<file path="config.mk">
export PLATFORM = sky130hd
export DESIGN_NAME = sio_port
export DESIGN_NICKNAME = d
export VERILOG_FILES = /design/src/rtl/sio_pkg.sv /design/src/rtl/sio_clkgen.sv /design/src/rtl/sio_shreg.sv /design/src/rtl/sio_port.sv
export SDC_FILE = /design/constraint.sdc
export NUM_CORES = 1
export LEC_CHECK = 0
export BUFFER_PORTS_ARGS = -buffer_cell sky130_fd_sc_hd__buf_2
export CELL_PAD_IN_SITES_DETAIL_PLACEMENT = 1
export CELL_PAD_IN_SITES_GLOBAL_PLACEMENT = 1
export CORE_AREA = 2 2 93 95
export DETAILED_ROUTE_END_ITERATION = 8
export DIE_AREA = 0 0 95 97
export PLACE_DENSITY_LB_ADDON = 0.12
export SETUP_SLACK_MARGIN = 0.1
export SYNTH_ARGS = -nofsm -noshare
export SYNTH_HDL_FRONTEND = slang
export SYNTH_SLANG_ARGS = --single-unit
</file>
<file path="constraint.sdc">
create_clock -name clk -period 1.9 [get_ports clk]
set_input_delay 0.19 -clock clk [delete_from_list [all_inputs] [get_ports clk]]
set_output_delay 0.19 -clock clk [all_outputs]
set_load 0.05 [all_outputs]
</file>
<file path="src/rtl/sio_pkg.sv">
package sio_pkg;

    typedef enum logic [1:0] {
        ST_IDLE,
        ST_SETUP,
        ST_HOLD,
        ST_FINISH
    } sio_state_t;

    typedef struct packed {
        logic [1:0] rate;
        logic       din_sel;
        logic       fall_edge;
        logic       ext_clk;
        logic       lsb_first;
        logic       len8;
        logic       two_wire;
    } sio_ctrl_t;

    localparam logic [1:0] ADDR_CTRL   = 2'd0;
    localparam logic [1:0] ADDR_STATUS = 2'd1;
    localparam logic [1:0] ADDR_DATA   = 2'd2;

endpackage

</file>
<file path="src/rtl/sio_clkgen.sv">
module sio_clkgen #(
    parameter int HALF_BASE = 5
) (
    input  logic       clk,
    input  logic       rst_n,
    input  logic       run,
    input  logic [1:0] rate,
    input  logic       ext_clk,
    input  logic       fall_edge,
    input  logic       sck_in,
    output logic       tick,
    output logic       ext_act,
    output logic       ext_inact
);
    localparam int MAX_HALF = HALF_BASE * 6;
    localparam int CW       = $clog2(MAX_HALF + 1);

    logic [CW-1:0] half_len;
    logic [CW-1:0] cnt_q;
    logic          s1_q, s2_q, s3_q;
    logic          rise, fall;

    always_comb begin
        unique case (rate)
            2'd0: half_len = CW'(HALF_BASE);
            2'd1: half_len = CW'(HALF_BASE * 2);
            2'd2: half_len = CW'(HALF_BASE * 3);
            2'd3: half_len = CW'(HALF_BASE * 6);
        endcase
    end

    always_ff @(posedge clk or negedge rst_n) begin
        if (!rst_n) begin
            cnt_q <= '0;
        end else if (!run || ext_clk || tick) begin
            cnt_q <= '0;
        end else begin
            cnt_q <= cnt_q + CW'(1);
        end
    end

    assign tick = run && !ext_clk && (cnt_q == half_len - CW'(1));

    always_ff @(posedge clk or negedge rst_n) begin
        if (!rst_n) begin
            s1_q <= 1'b0;
            s2_q <= 1'b0;
            s3_q <= 1'b0;
        end else begin
            s1_q <= sck_in;
            s2_q <= s1_q;
            s3_q <= s2_q;
        end
    end

    assign rise      = s2_q && !s3_q;
    assign fall      = !s2_q && s3_q;
    assign ext_act   = run && ext_clk && (fall_edge ? fall : rise);
    assign ext_inact = run && ext_clk && (fall_edge ? rise : fall);

    // internal half-period ticks never come on consecutive cycles
    p_tick_spaced_r3: assert property (@(posedge clk) disable iff (!rst_n)
        tick |=> !tick);

    // a synchronized pin edge yields a single-cycle event
    p_ext_single_r4: assert property (@(posedge clk) disable iff (!rst_n)
        ext_act |=> !ext_act);

endmodule

</file>
<file path="src/rtl/sio_shreg.sv">
module sio_shreg #(
    parameter int W       = 8,
    parameter int SHORT_W = 4
) (
    input  logic         clk,
    input  logic         rst_n,
    input  logic         load,
    input  logic [W-1:0] load_val,
    input  logic         shift,
    input  logic         lsb_first,
    input  logic         len8,
    input  logic         din,
    output logic         out_bit,
    output logic [W-1:0] word
);
    localparam logic [W-1:0] SHORT_MASK = W'((1 << SHORT_W) - 1);

    logic [W-1:0] sr_q;
    logic [W-1:0] nxt;

    always_comb begin
        if (lsb_first) begin
            nxt = sr_q >> 1;
            if (len8) nxt[W-1] = din;
            else      nxt[SHORT_W-1] = din;
        end else begin
            nxt = {sr_q[W-2:0], din};
        end
    end

    always_ff @(posedge clk or negedge rst_n) begin
        if (!rst_n)     sr_q <= '0;
        else if (load)  sr_q <= load_val;
        else if (shift) sr_q <= nxt;
    end

    assign out_bit = lsb_first ? sr_q[0] : (len8 ? sr_q[W-1] : sr_q[SHORT_W-1]);
    assign word    = len8 ? sr_q : (sr_q & SHORT_MASK);

endmodule

</file>
<file path="src/rtl/sio_port.sv">
module sio_port
    import sio_pkg::*;
#(
    parameter int DATA_W    = 8,
    parameter int SHORT_W   = 4,
    parameter int HALF_BASE = 5
) (
    input  logic              clk,
    input  logic              rst_n,
    input  logic [1:0]        reg_addr,
    input  logic              reg_wr,
    input  logic              reg_rd,
    input  logic [DATA_W-1:0] reg_wdata,
    output logic [DATA_W-1:0] reg_rdata,
    output logic              irq,
    input  logic              sck_in,
    output logic              sck_out,
    output logic              sck_oe,
    output logic              sdo_out,
    output logic              sdo_oe,
    input  logic              din_a,
    input  logic              din_b
);
    localparam int CNT_W = $clog2(DATA_W + 1);

    sio_state_t        state_q, state_d;
    sio_ctrl_t         ctrl_q;
    logic [CNT_W-1:0]  bit_cnt;
    logic [CNT_W-1:0]  nbits;
    logic              irq_q;
    logic              busy, start, step, ret, shift, run;
    logic              tick, ext_act, ext_inact;
    logic              out_bit, din_sel, sck_lvl, sdo_bit;
    logic [DATA_W-1:0] word;

    assign busy  = (state_q != ST_IDLE);
    assign start = reg_wr && (reg_addr == ADDR_DATA) && !busy;
    assign run   = (state_q == ST_SETUP) || (state_q == ST_HOLD);
    assign nbits = ctrl_q.len8 ? CNT_W'(DATA_W) : CNT_W'(SHORT_W);
    assign step  = ctrl_q.ext_clk ? ext_act   : tick;
    assign ret   = ctrl_q.ext_clk ? ext_inact : tick;
    assign shift = (state_q == ST_SETUP) && step;
    assign din_sel = ctrl_q.din_sel ? din_b : din_a;

    sio_clkgen #(.HALF_BASE(HALF_BASE)) u_clkgen (
        .clk       (clk),
        .rst_n     (rst_n),
        .run       (run),
        .rate      (ctrl_q.rate),
        .ext_clk   (ctrl_q.ext_clk),
        .fall_edge (ctrl_q.fall_edge),
        .sck_in    (sck_in),
        .tick      (tick),
        .ext_act   (ext_act),
        .ext_inact (ext_inact)
    );

    sio_shreg #(.W(DATA_W), .SHORT_W(SHORT_W)) u_shreg (
        .clk       (clk),
        .rst_n     (rst_n),
        .load      (start),
        .load_val  (reg_wdata),
        .shift     (shift),
        .lsb_first (ctrl_q.lsb_first),
        .len8      (ctrl_q.len8),
        .din       (din_sel),
        .out_bit   (out_bit),
        .word      (word)
    );

    // state register
    always_ff @(posedge clk or negedge rst_n) begin
        if (!rst_n) state_q <= ST_IDLE;
        else        state_q <= state_d;
    end

    // next state
    always_comb begin
        state_d = state_q;
        unique case (state_q)
            ST_IDLE:   if (start) state_d = ST_SETUP;
            ST_SETUP:  if (step)  state_d = ST_HOLD;
            ST_HOLD:   if (ret)   state_d = (bit_cnt == nbits) ? ST_FINISH : ST_SETUP;
            ST_FINISH: state_d = ST_IDLE;
        endcase
    end

    // control, bit counter and interrupt flag
    always_ff @(posedge clk or negedge rst_n) begin
        if (!rst_n) begin
            ctrl_q  <= '0;
            bit_cnt <= '0;
            irq_q   <= 1'b0;
        end else begin
            if (reg_wr && (reg_addr == ADDR_CTRL) && !busy)
                ctrl_q <= sio_ctrl_t'(reg_wdata[7:0]);
            if (start)      bit_cnt <= '0;
            else if (shift) bit_cnt <= bit_cnt + CNT_W'(1);
            if (state_q == ST_FINISH)
                irq_q <= 1'b1;
            else if (reg_rd && (reg_addr == ADDR_DATA))
                irq_q <= 1'b0;
        end
    end

    // pin outputs
    always_comb begin
        sck_lvl = (state_q == ST_HOLD) ^ ctrl_q.fall_edge;
        sdo_bit = run ? out_bit : 1'b1;
        if (ctrl_q.ext_clk) begin
            sck_out = 1'b0;
            sck_oe  = 1'b0;
        end else if (ctrl_q.two_wire) begin
            sck_out = 1'b0;
            sck_oe  = !sck_lvl;
        end else begin
            sck_out = sck_lvl;
            sck_oe  = 1'b1;
        end
        if (ctrl_q.two_wire) begin
            sdo_out = 1'b0;
            sdo_oe  = !sdo_bit;
        end else begin
            sdo_out = sdo_bit;
            sdo_oe  = 1'b1;
        end
    end

    always_comb begin
        unique case (reg_addr)
            ADDR_CTRL:   reg_rdata = DATA_W'(ctrl_q);
            ADDR_STATUS: reg_rdata = {{(DATA_W-2){1'b0}}, irq_q, busy};
            ADDR_DATA:   reg_rdata = word;
            default:     reg_rdata = '0;
        endcase
    end

    assign irq = irq_q;

    // never more shifts than the selected word length
    p_count_bound_r1: assert property (@(posedge clk) disable iff (!rst_n)
        busy |-> (bit_cnt <= nbits));

    // leaving the finish state always leaves the interrupt raised
    p_finish_irq_r8: assert property (@(posedge clk) disable iff (!rst_n)
        (state_q == ST_FINISH) |=> irq_q);

    // control stays frozen while a transfer runs
    p_ctrl_frozen_r9: assert property (@(posedge clk) disable iff (!rst_n)
        busy |=> $stable(ctrl_q));

endmodule

</file>
==> results.txt <==
The flow ran to the end, and the final reports show no timing, DRC or antenna violations. No sink is reached through more buffers than the 2 on the longest clock path. The cell area after placement is 2466 µm². In this run the tool buffered the top-level ports with 29 buffer cells. The routed length on met2 is 3077 µm. The summed area of non-filler cells in the final layout is 2733 µm². The cell sitting at the root of the clock tree is a clkbuf_8. In the final layout, the share of cells above drive strength 1 is 42.05%. The pre-antenna-repair detailed-routing pass consisted of 4 iterations.

Setup repair after global routing could not meet its margin everywhere. The reported max-cap violation count came out at 0. Counting both buffers and inverters, the worst setup path holds a total of 1. In the global route stage, overall resource usage came out at 14.27%. For this run, the leading register cell type out of synthesis is dfrtp_1.

Setup total negative slack on the finished layout was measured at 0 ps. The most frequent cell after synthesis is dfrtp_1. The final-report max-slew violation count came out at 0. The standard-cell row count came out at 33. The cell count after placement is 356. The synthesis-stage register bit count is 31. Ranked by total cell area, the synthesized netlist is headed by dfrtp_1 (38%), mux2_2 (10%), nand2_1 (4.8%), ha_1 (4.3%), o211ai_1 (4.1%). The number of distinct library cell variants in the gate-level netlist after synthesis is 48. After the last flow step, the layout net total stands at 287. The worst-case IR drop observed on VDD is 0.2126 mV. The area growth from synthesis to final layout is 35.40%. The number of antenna diodes is 0. The post-synth net total came out at 235. The die width is 95 µm. The first global-routing pass estimated 10,160 µm of wire.

The total I/O pin count came out at 30. The post-detailed-routing wire length came out at 6287 µm. The data required time at the worst endpoint came out at 2070 ps. Summed over all instances, the cell type with the most area after synthesis is dfrtp_1. The transition at the pin with the smallest max-transition slack came out at 507.0 ps. The number of flops mapped to enable cells by yosys came out at 0.

The via count of the first global-routing pass came out at 1,910. Of all nets on the critical path, the largest fanout is 6. The post-detailed-route via-to-cell ratio is 4.995.

The Yosys warning count is 0. The mean cell area of the mapped netlist came out at 9.565 µm². The critical path starts at ctrl_q[6]. At the end of routability-driven placement, the weighted congestion stood at 0.7445.

The final critical-path share of the clock period came out at 94.32%. The leakage power came out at 1.230 nW. The insertion delay of the later-clocked pin in the worst-skew pair is 280 ps. The worst hold margin came out at 20.62 ps. Counting I/O delays and the setup requirement, the final critical path takes 1792 ps. The share of flip-flops with an asynchronous set or reset is 100.0%.

In this design, the stage delay of the slowest critical-path cell is 500 ps. The final route contains 1,843 vias. The largest individual stage delay along the critical path comes from the cell or4b_4. The initial antenna violation count is 0.

The sequential fraction of the synthesis area came out at 38.44%. In the final routed layout, each cell accounts on average for 17.04 µm. The post-route non-filler standard cell count is 369. The clock tree from TritonCTS is built. The pin count of the biggest net entering global routing is 32. The clock slew seen by the registers of the worst setup and hold paths is 70 ps. The cell count after synthesis came out at 211. The clock tree skew after final layout is 7.329 ps. In this run the worst hold path is classified as in -> reg. The share of Yosys cell area claimed by the top area cell type came out at 38.44%. The clock net in this run drives a total of 31 sinks.

After synthesis, the most frequently instantiated cells are dfrtp_1 (31), nand2_1 (26), mux2_2 (18). The number of clock buffers added by TritonCTS is 5. By startpoint and endpoint, the worst setup path is classified as reg -> reg. For the worst setup path, the data arrival time is 1960 ps. The core region is 8134 µm². The clock tree synthesis step divided the H-tree into 2 levels. The highest attainable clock frequency is 558.0 MHz. The remaining max-slew budget at the tightest pin is 66.16%. In this design, the largest share of critical-path delay is due to simple AND/OR/NAND/NOR gates. The leftover overflow at the end of global routing is 0. STA classifies the critical path endpoint as a flip-flop. The overall die area came out at 9215 µm². The start point of the worst min-delay path is sck_in. The number of DRC markers after the initial detailed-route iteration is 51. Cells fill 33.59% of the core in the end. Setup violations remaining at the end of the flow were counted as 0. The initial cell density of the core came out at 24.81%. In this run the vertical extent of the chip is 97 µm.

Detailed placement ended at an HPWL of 4551 µm. The worst-case register-to-register setup slack came out at 110 ps. The routed metal-1 wirelength is 2913 µm. The ratio of total power to cell area came out at 478.2 nW/µm².

The count of endpoints failing hold in the final timing report was 0. The fill cell instance count of the final layout came out at 931. For this run, design rule violations remaining after detail routing come to 0.

The startpoint identified for the worst register-to-register timing path is ctrl_q[6]. The critical path goes through or4b_4 -> a21oi_4 -> o21a_4 -> clkbuf_16 -> or2b_4 -> nor2_1. The number of routed nets with antenna violations came out at 0. The kind of start point of the critical path is a flip-flop.

In this run the cell area of the synthesized design comes to 2018 µm². The detailed router used layers up to and including met4. The total met3 wirelength after detailed routing is 215 µm.
## registers in the layout (all words and copies together), names as in the netlist
signal,cells
state_q,2
u_clkgen.s3_q,1
u_shreg.sr_q,8
irq,1
bit_cnt,4
u_clkgen.s1_q,1
ctrl_q,8
u_clkgen.s2_q,1
u_clkgen.cnt_q,5
## layout by cell type (no fill, tap or decap), drive strengths merged, types with 2 or more instances in the layout
| cell | n |
|---|---|
| nand3 | 12 |
| buf | 54 |
| o31ai | 2 |
| nor2b | 4 |
| nor3b | 3 |
| and3b | 2 |
| or2b | 2 |
| a31oi | 2 |
| mux2i | 7 |
| xor2 | 3 |
| o21ai | 5 |
| nand2 | 26 |
| o2111ai | 7 |
| clkbuf | 8 |
| nand2b | 6 |
| and3 | 2 |
| o211ai | 12 |
| mux2 | 18 |
| inv | 6 |
| nor2 | 11 |
| ha | 7 |
| a21oi | 12 |
| dfrtp | 31 |
| o211a | 2 |
| nor3 | 2 |
## layer usage
layer,global-route usage [%],up-vias
met2,23.46,31
li1,-,881
met3,2.570,8
met1,19.06,923
met5,0,-
met4,3.902,0
## path summary, 6_finish.rpt
path	endpoint	cells after the start
max in group asynchronous	ctrl_q[6]	3
hold / removal	u_clkgen.s1_q	1
setup reg to reg	u_clkgen.cnt_q[2]	6
min in group asynchronous	u_shreg.sr_q[2]	3
hold reg to reg	u_clkgen.s2_q	0
setup / recovery	u_clkgen.cnt_q[2]	6
## stage by stage
step	setup slack, ps	total power [W]
finish	107.9	0.001307
global route	32.28	0.001365
CTS	57.55	0.001327
detailed placement	43.50	0.0008015
global placement	55.37	0.0008008
floorplan	115.1	0.0007431
## area by class of cell
type	instances	area, µm²	share of cell area [%]
multi-input combinational	163	1292	47.30
clock inverter	1	5.005	0.1832
timing repair buffer	56	426.7	15.61
tap	105	131.4	4.808
clock buffer	7	76.32	2.793
sequential	31	778.2	28.48
inverter	6	22.52	0.8242
## where the power goes
group	total [W]	switching [W]	internal (W)
logic	0.000115	0.0000685	0.0000461
clock network	0.000515	0.000257	0.000257
registers	0.000678	0.00000925	0.000668
## cells by family (layout without fill, tap and decap cells)
logic type	Yosys count	after routing	share of synthesized area [%]
muxes	25	25	13.52
xor gates and xnor gates	4	4	1.736
buffers and inverters	17	70	3.596
adders and majority gates	7	7	4.340
and+or+nand+nor	75	75	19.28
DFF	31	31	38.44
AOI/OAI and AO/OA	52	52	19.10
## repair_timing
action                                  CTS  global route
endpoints found under the setup margin   20            24
hold endpoints to repair                 31             0
pin swaps                                 3            13
setup buffers                             1             2
hold buffers                              1             0
resized for setup                         9            24
gates cloned                              0             1
(Power assumes the default switching activity.)
